`src/rtl/flash_poll_pkg.sv`:
```
package flash_poll_pkg;

  // Bit positions the device uses to signal progress.
  localparam int TOGGLE_POS = 6;
  localparam int DPOLL_POS  = 7;

  typedef enum logic [1:0] {
    ST_IDLE  = 2'd0,
    ST_ISSUE = 2'd1,
    ST_AWAIT = 2'd2,
    ST_PAUSE = 2'd3
  } pollState_e;

  // Strobes from control to datapath.
  typedef struct packed {
    logic latchCfg;  // capture configuration, clear result flags
    logic loadRef;   // keep newest toggle bit as reference
    logic incIter;   // one more counted read
    logic loadDly;   // arm pause counter
    logic decDly;    // count pause down
    logic finish;    // end the wait, publish result
  } pollStrobe_t;

endpackage

```
`src/rtl/fpoll_datapath.sv`:
```
module fpoll_datapath
  import flash_poll_pkg::*;
#(
  parameter int ADDR_W     = 16,
  parameter int DLY_W      = 14,
  parameter int CYC_PER_US = 100,
  parameter int MAX_ITER   = 32'h0FFF_FFFF,
  parameter int WARN_ITER  = 32'h0010_0000
) (
  input  logic              clk,
  input  logic              rstN,
  input  pollStrobe_t       stb,
  input  logic              cfgMode,
  input  logic [ADDR_W-1:0] cfgAddr,
  input  logic              cfgExpBit,
  input  logic [DLY_W-1:0]  cfgDelayUs,
  input  logic              togBit,
  input  logic              pollBit,
  output logic              modeData,
  output logic [ADDR_W-1:0] rdAddr,
  output logic              sampleMatch,
  output logic              atLimit,
  output logic              dlyZero,
  output logic              done,
  output logic              timedOut,
  output logic              overLimit
);

  localparam int PRE_W  = $clog2(CYC_PER_US + 1);
  localparam int CNT_W  = DLY_W + PRE_W;
  localparam int ITER_W = $clog2(MAX_ITER + 1);
  localparam logic [ITER_W-1:0] ITER_LIMIT = ITER_W'(MAX_ITER);
  localparam logic [ITER_W-1:0] ITER_WARN  = ITER_W'(WARN_ITER);

  logic              modeQ;
  logic [ADDR_W-1:0] addrQ;
  logic              expBitQ;
  logic [DLY_W-1:0]  dlyUsQ;
  logic              refBitQ;
  logic [ITER_W-1:0] iterQ;
  logic [CNT_W-1:0]  dlyCntQ;
  logic              doneQ;
  logic              timedOutQ;
  logic              overLimitQ;

  logic [ITER_W-1:0] nextIter;
  logic [CNT_W-1:0]  dlyLoad;

  // Pause length in cycles: microseconds times the prescale.
  generate
    if (CYC_PER_US == 1) begin : g_unit
      assign dlyLoad = CNT_W'(dlyUsQ);
    end else begin : g_scaled
      assign dlyLoad = CNT_W'(dlyUsQ) * CNT_W'(CYC_PER_US);
    end
  endgenerate

  assign nextIter = iterQ + ITER_W'(1);
  assign atLimit  = (nextIter == ITER_LIMIT);
  assign dlyZero  = (dlyCntQ == '0);

  // Completion test on the byte being returned this cycle.
  always_comb begin
    if (modeQ) sampleMatch = (pollBit == expBitQ);
    else       sampleMatch = (togBit == refBitQ);
  end

  // Configuration captured at start.
  always_ff @(posedge clk or negedge rstN) begin
    if (!rstN) begin
      modeQ   <= 1'b0;
      addrQ   <= '0;
      expBitQ <= 1'b0;
      dlyUsQ  <= '0;
    end else if (stb.latchCfg) begin
      modeQ   <= cfgMode;
      addrQ   <= cfgAddr;
      expBitQ <= cfgExpBit;
      dlyUsQ  <= cfgDelayUs;
    end
  end

  // Toggle reference bit.
  always_ff @(posedge clk or negedge rstN) begin
    if (!rstN)            refBitQ <= 1'b0;
    else if (stb.loadRef) refBitQ <= togBit;
  end

  // Counted-read counter.
  always_ff @(posedge clk or negedge rstN) begin
    if (!rstN)             iterQ <= '0;
    else if (stb.latchCfg) iterQ <= '0;
    else if (stb.incIter)  iterQ <= nextIter;
  end

  // Pause counter.
  always_ff @(posedge clk or negedge rstN) begin
    if (!rstN)                          dlyCntQ <= '0;
    else if (stb.loadDly)               dlyCntQ <= dlyLoad;
    else if (stb.decDly && !dlyZero)    dlyCntQ <= dlyCntQ - CNT_W'(1);
  end

  // Result flags and completion pulse.
  always_ff @(posedge clk or negedge rstN) begin
    if (!rstN) begin
      doneQ      <= 1'b0;
      timedOutQ  <= 1'b0;
      overLimitQ <= 1'b0;
    end else begin
      doneQ <= stb.finish;
      if (stb.latchCfg) begin
        timedOutQ  <= 1'b0;
        overLimitQ <= 1'b0;
      end else if (stb.finish) begin
        timedOutQ  <= !sampleMatch;
        overLimitQ <= (nextIter > ITER_WARN);
      end
    end
  end

  assign modeData  = modeQ;
  assign rdAddr    = addrQ;
  assign done      = doneQ;
  assign timedOut  = timedOutQ;
  assign overLimit = overLimitQ;

endmodule

```
`src/rtl/fpoll_control.sv`:
```
module fpoll_control
  import flash_poll_pkg::*;
(
  input  logic        clk,
  input  logic        rstN,
  input  logic        start,
  input  logic        rdValid,
  input  logic        modeData,
  input  logic        sampleMatch,
  input  logic        atLimit,
  input  logic        dlyZero,
  output pollStrobe_t stb,
  output logic        rdReq,
  output logic        busy
);

  pollState_e stateQ, nextState;
  logic       firstQ, nextFirst;

  always_comb begin
    stb       = '0;
    nextState = stateQ;
    nextFirst = firstQ;
    unique case (stateQ)
      ST_IDLE: begin
        if (start) begin
          stb.latchCfg = 1'b1;
          nextFirst    = 1'b1;
          nextState    = ST_ISSUE;
        end
      end
      ST_ISSUE: nextState = ST_AWAIT;
      ST_AWAIT: begin
        if (rdValid) begin
          nextFirst = 1'b0;
          if (firstQ && !modeData) begin
            // Toggle mode: first byte only seeds the reference.
            stb.loadRef = 1'b1;
            stb.loadDly = 1'b1;
            nextState   = ST_PAUSE;
          end else begin
            stb.incIter = 1'b1;
            if (sampleMatch || atLimit) begin
              stb.finish = 1'b1;
              nextState  = ST_IDLE;
            end else begin
              stb.loadRef = 1'b1;
              stb.loadDly = 1'b1;
              nextState   = ST_PAUSE;
            end
          end
        end
      end
      ST_PAUSE: begin
        if (dlyZero) nextState = ST_ISSUE;
        else         stb.decDly = 1'b1;
      end
      default: nextState = ST_IDLE;
    endcase
  end

  always_ff @(posedge clk or negedge rstN) begin
    if (!rstN) begin
      stateQ <= ST_IDLE;
      firstQ <= 1'b0;
    end else begin
      stateQ <= nextState;
      firstQ <= nextFirst;
    end
  end

  assign rdReq = (stateQ == ST_ISSUE);
  assign busy  = (stateQ != ST_IDLE);

endmodule

```
`src/rtl/flash_done_poller.sv`:
```
module flash_done_poller
  import flash_poll_pkg::*;
#(
  parameter int ADDR_W     = 16,
  parameter int DATA_W     = 8,
  parameter int DLY_W      = 14,
  parameter int CYC_PER_US = 100,
  parameter int MAX_ITER   = 32'h0FFF_FFFF,
  parameter int WARN_ITER  = 32'h0010_0000
) (
  input  logic              clk,
  input  logic              rstN,
  input  logic              start,
  input  logic              modeData,
  input  logic [ADDR_W-1:0] pollAddr,
  input  logic [DATA_W-1:0] expData,
  input  logic [DLY_W-1:0]  delayUs,
  output logic              rdReq,
  output logic [ADDR_W-1:0] rdAddr,
  input  logic [DATA_W-1:0] rdData,
  input  logic              rdValid,
  output logic              busy,
  output logic              done,
  output logic              timedOut,
  output logic              overLimit
);

  pollStrobe_t stb;
  logic        latchedMode;
  logic        sampleMatch;
  logic        atLimit;
  logic        dlyZero;
  logic        unusedBits;

  // Only two bit positions of the data buses carry meaning here.
  assign unusedBits = ^{rdData, expData};

  fpoll_control ctl_i (
    .clk        (clk),
    .rstN       (rstN),
    .start      (start),
    .rdValid    (rdValid),
    .modeData   (latchedMode),
    .sampleMatch(sampleMatch),
    .atLimit    (atLimit),
    .dlyZero    (dlyZero),
    .stb        (stb),
    .rdReq      (rdReq),
    .busy       (busy)
  );

  fpoll_datapath #(
    .ADDR_W    (ADDR_W),
    .DLY_W     (DLY_W),
    .CYC_PER_US(CYC_PER_US),
    .MAX_ITER  (MAX_ITER),
    .WARN_ITER (WARN_ITER)
  ) dp_i (
    .clk        (clk),
    .rstN       (rstN),
    .stb        (stb),
    .cfgMode    (modeData),
    .cfgAddr    (pollAddr),
    .cfgExpBit  (expData[DPOLL_POS]),
    .cfgDelayUs (delayUs),
    .togBit     (rdData[TOGGLE_POS]),
    .pollBit    (rdData[DPOLL_POS]),
    .modeData   (latchedMode),
    .rdAddr     (rdAddr),
    .sampleMatch(sampleMatch),
    .atLimit    (atLimit),
    .dlyZero    (dlyZero),
    .done       (done),
    .timedOut   (timedOut),
    .overLimit  (overLimit)
  );

endmodule

```
`config.mk`:
```
export PLATFORM = sky130hd
export DESIGN_NAME = flash_done_poller
export DESIGN_NICKNAME = d
export VERILOG_FILES = /design/src/rtl/flash_poll_pkg.sv /design/src/rtl/fpoll_datapath.sv /design/src/rtl/fpoll_control.sv /design/src/rtl/flash_done_poller.sv
export SDC_FILE = /design/constraint.sdc
export NUM_CORES = 1
export LEC_CHECK = 0
export ABC_CLOCK_PERIOD_IN_PS = 3800
export BUFFER_PORTS_ARGS = -buffer_cell sky130_fd_sc_hd__buf_2
export CORE_MARGIN = 2
export CORE_UTILIZATION = 40
export CTS_CLUSTER_SIZE = 25
export DETAILED_ROUTE_END_ITERATION = 6
export PLACE_DENSITY = 0.61
export SLEW_MARGIN = 5
export SYNTH_ARGS = -nofsm -noshare
export SYNTH_HDL_FRONTEND = slang
export SYNTH_HIERARCHICAL = 1
export SYNTH_SLANG_ARGS = --single-unit
```
`constraint.sdc`:
```
create_clock -name clk -period 3.8 [get_ports clk]
set_clock_uncertainty 0.05 [all_clocks]
set_input_delay 0.38 -clock clk [delete_from_list [all_inputs] [get_ports clk]]
set_output_delay 0.38 -clock clk [all_outputs]
set_load 0.02 [all_outputs]
```
-- Word-level counts from Yosys, hierarchy flattened
Cells that the tools add are included.
- bits in registers: 88
- logic and storage cells: 71
- order comparisons: 1
- reduce and logical (&&, ||, !) cells: 15
- equal/unequal tests: 9
- $add $sub $neg: 2
- $mul: 1
- multiplexer cells: 31
- operators with widths (operator ; number):
    two-way mux 28 bit ; 2
    two-way mux 21 bit ; 2
    adder 28 x 1 -> 28 bit, second input constant ; 1
    == test 28 bit, second input constant ; 1
    > comparator 28 x 21 -> 1 bit, second input constant ; 1
    zero test 21 bit ; 1
    subtractor 21 x 1 -> 21 bit, second input constant ; 1
    multiplier 14 x 5 -> 19 bit, second input constant ; 1
    two-way mux 1 bit ; 18
    two-way mux 2 bit ; 5
    nonzero test 2 bit ; 5
    case mux 2 bit (4 select lines) ; 1
    two-way mux 3 bit ; 2
    AND reduction 3 bit ; 2
    == test 2 bit, second input constant ; 2
    inequality test 2 bit, second input constant ; 2
    zero test 1 bit ; 3
    == test 1 bit ; 2
    == test 2 x 1 -> 1 bit, second input constant ; 1
    logical AND 1 bit ; 2
    zero test 2 bit ; 1
    inequality test 2 x 1 -> 1 bit, second input constant ; 1
    case mux 1 bit (2 select lines) ; 1
    logical OR 1 bit ; 1

-- Depth between registers and ports, before layout
Gate-level depths: netlist of the first run.
- depth after elaboration: 9
- depth in mapped cells: 17

-- Cells and area by module
The synthesis of the first run kept the hierarchy.
- by module, submodules not included (module ; times used ; area an instance (µm²) ; cells each ; sequential area each (µm²)):
    fpoll_datapath ; 1 ; 5869.4 ; 646 ; 2127.0
    fpoll_control ; 1 ; 319.1 ; 37 ; 75.1

-- Worst setup path before layout of the first run
OpenSTA, ideal clock, no wires.
- path kind: register -> register
- from: register dp_i.iterQ[0]
- to: register dp_i.overLimitQ, in the netlist dp_i/overLimit
- cell stages (with the launch flop): 17
- clock period less this slack: 3.704 ns
- arrival: 3.514 ns
- path slack: 0.096 ns
- required time: 3.610 ns
- path through: dfrtp_1 -> ha_1 -> clkbuf_1 -> nand4_1 -> nor2_1 -> and2_1 -> buf_2 -> nand2_1 -> xnor2_1 -> nand4_1 -> a221oi_1 -> nor2_1 -> or2_1 -> nor2_1 -> or4b_2 -> a22oi_1 -> a211oi_1
- RTL lines (what ; RTL line ; RTL):
    start, declared ; fpoll_datapath.sv:40 ; logic [ITER_W-1:0] iterQ;
    start signal, assigned ; fpoll_datapath.sv:93 ; else if (stb.incIter) iterQ <= nextIter;
    end signal, assigned ; fpoll_datapath.sv:116 ; overLimitQ <= (nextIter > ITER_WARN);
    end, declared ; fpoll_datapath.sv:44 ; logic overLimitQ;

==> results of run 1 <==
-- cell type report --
type	instances	area share
well taps	188	0.03322
inverters	56	0.02968
repair buffers	82	0.06855
multi-input cells	504	0.5152
flip-flops and latches	88	0.3111
clock inverters	7	0.01042
clock buffers	9	0.03180
-- per-layer routing --
layer	vias up	part of all wire	global-route usage
li1	2453	-	-
met1	2425	0.48	0.2379
met2	92	0.47	0.2691
met3	11	0.039	0.02994
met4	0	0.012	0.04913
met5	-	0	0
-- cells in the mapped netlist, drive strengths merged (19+ instances only) --
cell type and count:
inv 56, clkbuf 26, nor2 79, dfrtp 88, nand4 19, mux2 27
xor2 32, nand3 24, xnor2 36, ha 56, o21ai 37, nand2 55
-- power by group --
group | switching (uW) | total, uW | leakage, uW | internal (uW)
clock | 412 | 875 | 0.000147 | 464
sequential | 272 | 1540 | 0.00110 | 1260
combinational | 2320 | 4190 | 0.00195 | 1880
-- flip-flops by register name (all words and copies together), names as in the netlist --
signal          flops
ctl_i/firstQ        1
ctl_i/stateQ        2
dp_i/dlyCntQ       21
dp_i/dlyUsQ        14
dp_i/done           1
dp_i/expBitQ        1
dp_i/iterQ         28
dp_i/modeData       1
dp_i/overLimit      1
dp_i/rdAddr        16
dp_i/refBitQ        1
dp_i/timedOut       1
-- cells by family after synthesis --
logic type / Yosys count / synth area share
compound gates: 94 / 0.09361
xor+xnor: 68 / 0.09624
fa+ha+maj: 65 / 0.1423
buf+inv: 91 / 0.05762
flops: 88 / 0.3558
mux: 32 / 0.05722
simple gates: 245 / 0.1971
-- how the worst min path moves through the flow --
stage               slack (ns)  depth (start not counted)               to  from
floorplan                 0.03                          0     ctl_i/firstQ  rstN
global placement          0.37                          1   dp_i/rdAddr[8]  rstN
detailed placement        0.39                          1  dp_i/rdAddr[10]  rstN
CTS                      0.006                          1   dp_i/dlyUsQ[5]  rstN
global route              0.03                          1   dp_i/dlyUsQ[7]  rstN
finish                   -0.02                          1   dp_i/dlyUsQ[5]  rstN
-- metrics by stage --
step	hold WS [ns]	power [uW]
2_1_floorplan	0.03441	4828
3_3_place_gp	0.3672	5603
3_5_place_dp	0.3878	5737
4_1_cts	0.005845	6680
5_1_grt	0.02789	7330
6_report	-0.01644	6605
-- repair_timing --
action / 4_1_cts / 5_1_grt
setup buffers: 0 / 0
resized for setup: 0 / 4
hold buffers: 0 / 0
endpoints found under the setup margin: 0 / 1
==> out/metrics.cfg, run 1 <==
[drt]
routed_wl_um=13040
first_pass_iters=4
via_per_inst=5.333
wl_per_cell_um=13.96
drt_iter0_drc=238
drt.antenna.violating_nets=0
drc=0
via_count=4981

[floorplan]
core-area_mm2=0.01515
rows=45
die-area_mm2=0.01648
die_x_um=128.4
start_util=0.4086
fp.dieH_um=128.4
pin_count=72

[critical_path]
crit_path_max_fanout=7
crit_type=flop to flop
cp-endpoint=dp_i/overLimit
rr_worst_depth=13
r2r-end=dp_i/overLimit
critPathLaunchType=flop
worst-path-stages=13
crit_top_cell=nor2_1
path_buf_inv=0
cp.arrival_ns=3.73
r2r_start=dp_i/iterQ[4]
rrSetupSlack_ns=0.22
crit_family=simple AND/OR/NAND/NOR gates
cp_cell_sequence=nand4_1, nor2_1, xor2_1, nand3_1, nor4_1, nand4_1, a221oi_2, nor2_1, or2_1, nor2_1, or4b_2, a22oi_1, a211oi_1
required_ns=3.95
crit_path_start=dp_i/iterQ[4]
cp-end-kind=flop
slowest_stage=or4b_2
max_stage_delay_ns=0.59

[run]
maxCapViolations=0

[synth]
synth_cell_type_count=59
synth_area_per_cell_um2=9.061
netlist_top_cells_area=dfrtp_1 36%, ha_1 11%, xnor2_1 5.1%
ys_ff_latch=88
synth_top_area_share=0.3558
synth_area_leader_cell=dfrtp_1
synth_cells=683
synth_edf_count=0
synthFlopType=dfrtp_1
synthArstFlopShare=1.000
ys_seq_area_frac=0.3558
syn-cell-area_mm2=0.006188
synth-warning-count=6
syn_nets=799

[pwr]
p_leak_uw=0.003197
irDropWorstVdd_v=0.0005733
cellPowerDensity_mw_per_mm2=932.6

[sta]
whs_ns=-0.01644
timing.final.hold_violations=26
finalSetupViolCount=0
final.setup.tns_ns=0
period_needed_ns=3.581
fmax_mhz=279.2
worst_slack_ns=0.2186
slew_viol_final=0
worst_pin_slew_ns=0.7487
rsz0062_at_grt=false
post-route-period-util=0.9425
relSlewSlack=0.4963

[global_route]
overflow=0
grt_pass1_vias=4840
grt_max_degree=48
grt.total_usage=0.1693
grt_pass1_wl_um=22760
antenna_found_initial=0

[clock_network]
cts_inserted_buffers=9
worstSkewPairLatency_ns=0.35
clkSlewWorstSetupHoldPaths_ns=0.07
cts-root-buf=clkbuf_16
cts_max_path_buffers=2
ctsHtreeMaxLevel=3
cts_tree=done
cts.sinks=88

[placement]
dp_slack_ns=0.2412
dp_hpwl_um=9764
dp_cells=918
portBuffers=58
postPlaceCellArea_mm2=0.006766
place.gp.congestion=0.8788

[final_layout]
antenna_cells=0
final_cells=934
utilization=0.4676
stdcell_area_mm2=0.007082
fill_cells=1425
layout_commonest_cell=dfrtp_1
nets=857
drive_gt1_frac=0.1877
seq_area_mm2=0.002203
multi_input_area_mm2=0.003649
mostFrequentLayoutCells=87 x dfrtp_1, 78 x nor2_1, 57 x buf_2, 56 x inv_1, 56 x ha_1
area_growth_pct=14.44

[outcome]
status=finished, violations left
violations=hold timing

[hold_path]
hold_path.class=primary input to asynchronous set/reset pin

No activity file was read; power rests on OpenSTA's default activity.
==> inputs of run 2 (changes only) <==
Settings changed: RECOVER_POWER set to 50.
==> run 2 against run 1 <==
Net effect: the flow finishes with violations (capacitance limit, slew limit); fmax is essentially flat; non-clock buffer count is the same; wire length is essentially flat; critical path type unchanged; register-to-register slack is essentially flat; count of clock-buffer cells in the layout is the same; highest routed layer unchanged; hold slack gained 0.20 ns; core utilization shrank 0.12 points; combinational power is essentially flat; global-route usage is the same.
==> out/metrics.cfg, run 2 (synthesis results as in run 1) <==
[critical_path]
crit_type=flop to flop
critPathLaunchType=flop
cp-end-kind=flop
required_ns=3.95  ; about the same
r2r_start=dp_i/iterQ[4]
crit_path_start=dp_i/iterQ[4]
cp.arrival_ns=3.73  ; about the same
crit_path_max_fanout=7  ; unchanged

[sta]
timing.final.hold_violations=0  ; -100%
period_needed_ns=3.579  ; -0.002854 ns
fmax_mhz=279.4  ; about the same
worst_pin_slew_ns=2.537  ; +1.788 ns
final.setup.tns_ns=0  ; unchanged
rsz0062_at_grt=false
slew_viol_final=48  ; +48
finalSetupViolCount=0  ; unchanged
relSlewSlack=-0.6913  ; -1.188
post-route-period-util=0.9417  ; about the same

[drt]
drt.antenna.violating_nets=0  ; unchanged
routed_wl_um=13030  ; about the same
drt_iter0_drc=213  ; -11%
drc=0  ; unchanged
wl_per_cell_um=13.95  ; about the same
first_pass_iters=4  ; unchanged
via_count=4990  ; +0.18%
via_per_inst=5.343  ; +0.18%

[final_layout]
nets=857  ; unchanged
fill_cells=1430  ; +0.35%
area_growth_pct=14.13
largest-register=dp_i/iterQ
drive_gt1_frac=0.1729  ; -0.01475
mostFrequentLayoutCells=87 x dfrtp_1, 78 x nor2_1, 56 x inv_1, 56 x ha_1, 55 x nand2_1
stdcell_area_mm2=0.007063  ; -0.27%
antenna_cells=0  ; unchanged
layout_commonest_cell=dfrtp_1
largest_reg_flops=28  ; unchanged

[placement]
place.gp.congestion=0.8788  ; unchanged
portBuffers=58  ; unchanged
dp_hpwl_um=9764  ; unchanged
postPlaceCellArea_mm2=0.006766  ; unchanged

[clock_network]
cts_inserted_buffers=9  ; unchanged
cts-root-buf=clkbuf_16
clkSlewWorstSetupHoldPaths_ns=0.07  ; about the same
ctsHtreeMaxLevel=3  ; unchanged
cts_tree=done
cts_max_path_buffers=2  ; unchanged
worstSkewPairLatency_ns=0.35  ; about the same
cts.sinks=88  ; unchanged

[floorplan]
die-area_mm2=0.01648  ; unchanged
fp.dieH_um=128.4  ; unchanged
core-area_mm2=0.01515  ; unchanged
rows=45  ; unchanged
start_util=0.4086  ; unchanged
die_x_um=128.4  ; unchanged
pin_count=72  ; unchanged

[hold_path]
hold_path.class=primary input to flop
hp-start=delayUs[7]

[global_route]
grt.total_usage=0.1693  ; unchanged
grt_pass1_wl_um=22760  ; unchanged
antenna_found_initial=0  ; unchanged
grt_max_degree=48  ; unchanged
overflow=0  ; unchanged
grt_pass1_vias=4840  ; unchanged

[run]
maxCapViolations=1  ; +1

[pwr]
p_leak_uw=0.003163  ; -1.1%
irDropWorstVdd_v=0.0005708  ; -0.45%
cellPowerDensity_mw_per_mm2=933.6  ; +0.11%

[outcome]
violations=capacitance limit, slew limit
status=finished, violations left

==> run 2: worst paths after layout <==
check	cells past startpoint	endpoint	slack, ns
hold reg to reg	1	dp_i/rdAddr[4]	0.45
hold / removal	3	dp_i/dlyUsQ[7]	0.18
setup reg to reg	13	dp_i/overLimit	0.22
setup / recovery	13	dp_i/overLimit	0.22
max in group asynchronous	2	dp_i/dlyUsQ[0]	0.82
min in group asynchronous	1	dp_i/dlyUsQ[5]	0.76
==> run 2: cell type report <==
class	instances	area, um2	area share
clock inverter	7	73.82	0.01045
sequential	88	2203	0.3120
clock buffer	9	225.2	0.03189
multi-input combinational	504	3649	0.5166
tap	188	235.2	0.03330
inverter	56	210.2	0.02976
timing repair buffer	82	466.7	0.06608
==> run 2: report_power, final <==
group	internal, uW	leakage, uW	switching [uW]
sequential	1260	0.00110	275
combinational	1860	0.00191	2320
clock	464	0.000147	413
total	3590	0.00316	3000
==> run 2: per-stage QoR <==
stage	setup WS [ns]	util	std cells	hold slack [ns]	power [uW]
floorplan	0.09630	-	683	0.03441	4828
global route	0.004681	0.4663	934	0.1870	7319
detailed placement	0.2412	0.4468	918	0.3878	5737
global placement	0.2552	0.4468	918	0.3672	5603
CTS	0.2213	0.4665	934	0.005845	6680
finish	0.2214	0.4663	934	0.1839	6594
==> run 2: what timing repair did <==
item	CTS	global route
hold buffers	0	0
endpoints found under the setup margin	0	1
resized for setup	0	4
setup buffers	0	0
==> run 2: critical path: stages, from the launching register on <==
cell      delay (ns)
dfrtp_1         0.49
nand4_1         0.22
nor2_1          0.26
xor2_1          0.23
nand3_1         0.10
nor4_1          0.28
nand4_1         0.19
a221oi_2        0.25
nor2_1          0.10
or2_1           0.23
nor2_1          0.15
or4b_2          0.59
a22oi_1         0.19
a211oi_1        0.10
==> run 2: per-layer routing <==
| layer | share of wire | vias up | GRT usage | wire [um] |
|---|---|---|---|---|
| met5 | 0 | - | 0 | 0 |
| met4 | 0.014 | 0 | 0.04913 | 176 |
| met3 | 0.035 | 14 | 0.02994 | 452 |
| met2 | 0.47 | 93 | 0.2691 | 6095 |
| met1 | 0.48 | 2428 | 0.2379 | 6310 |
| li1 | - | 2455 | - | - |
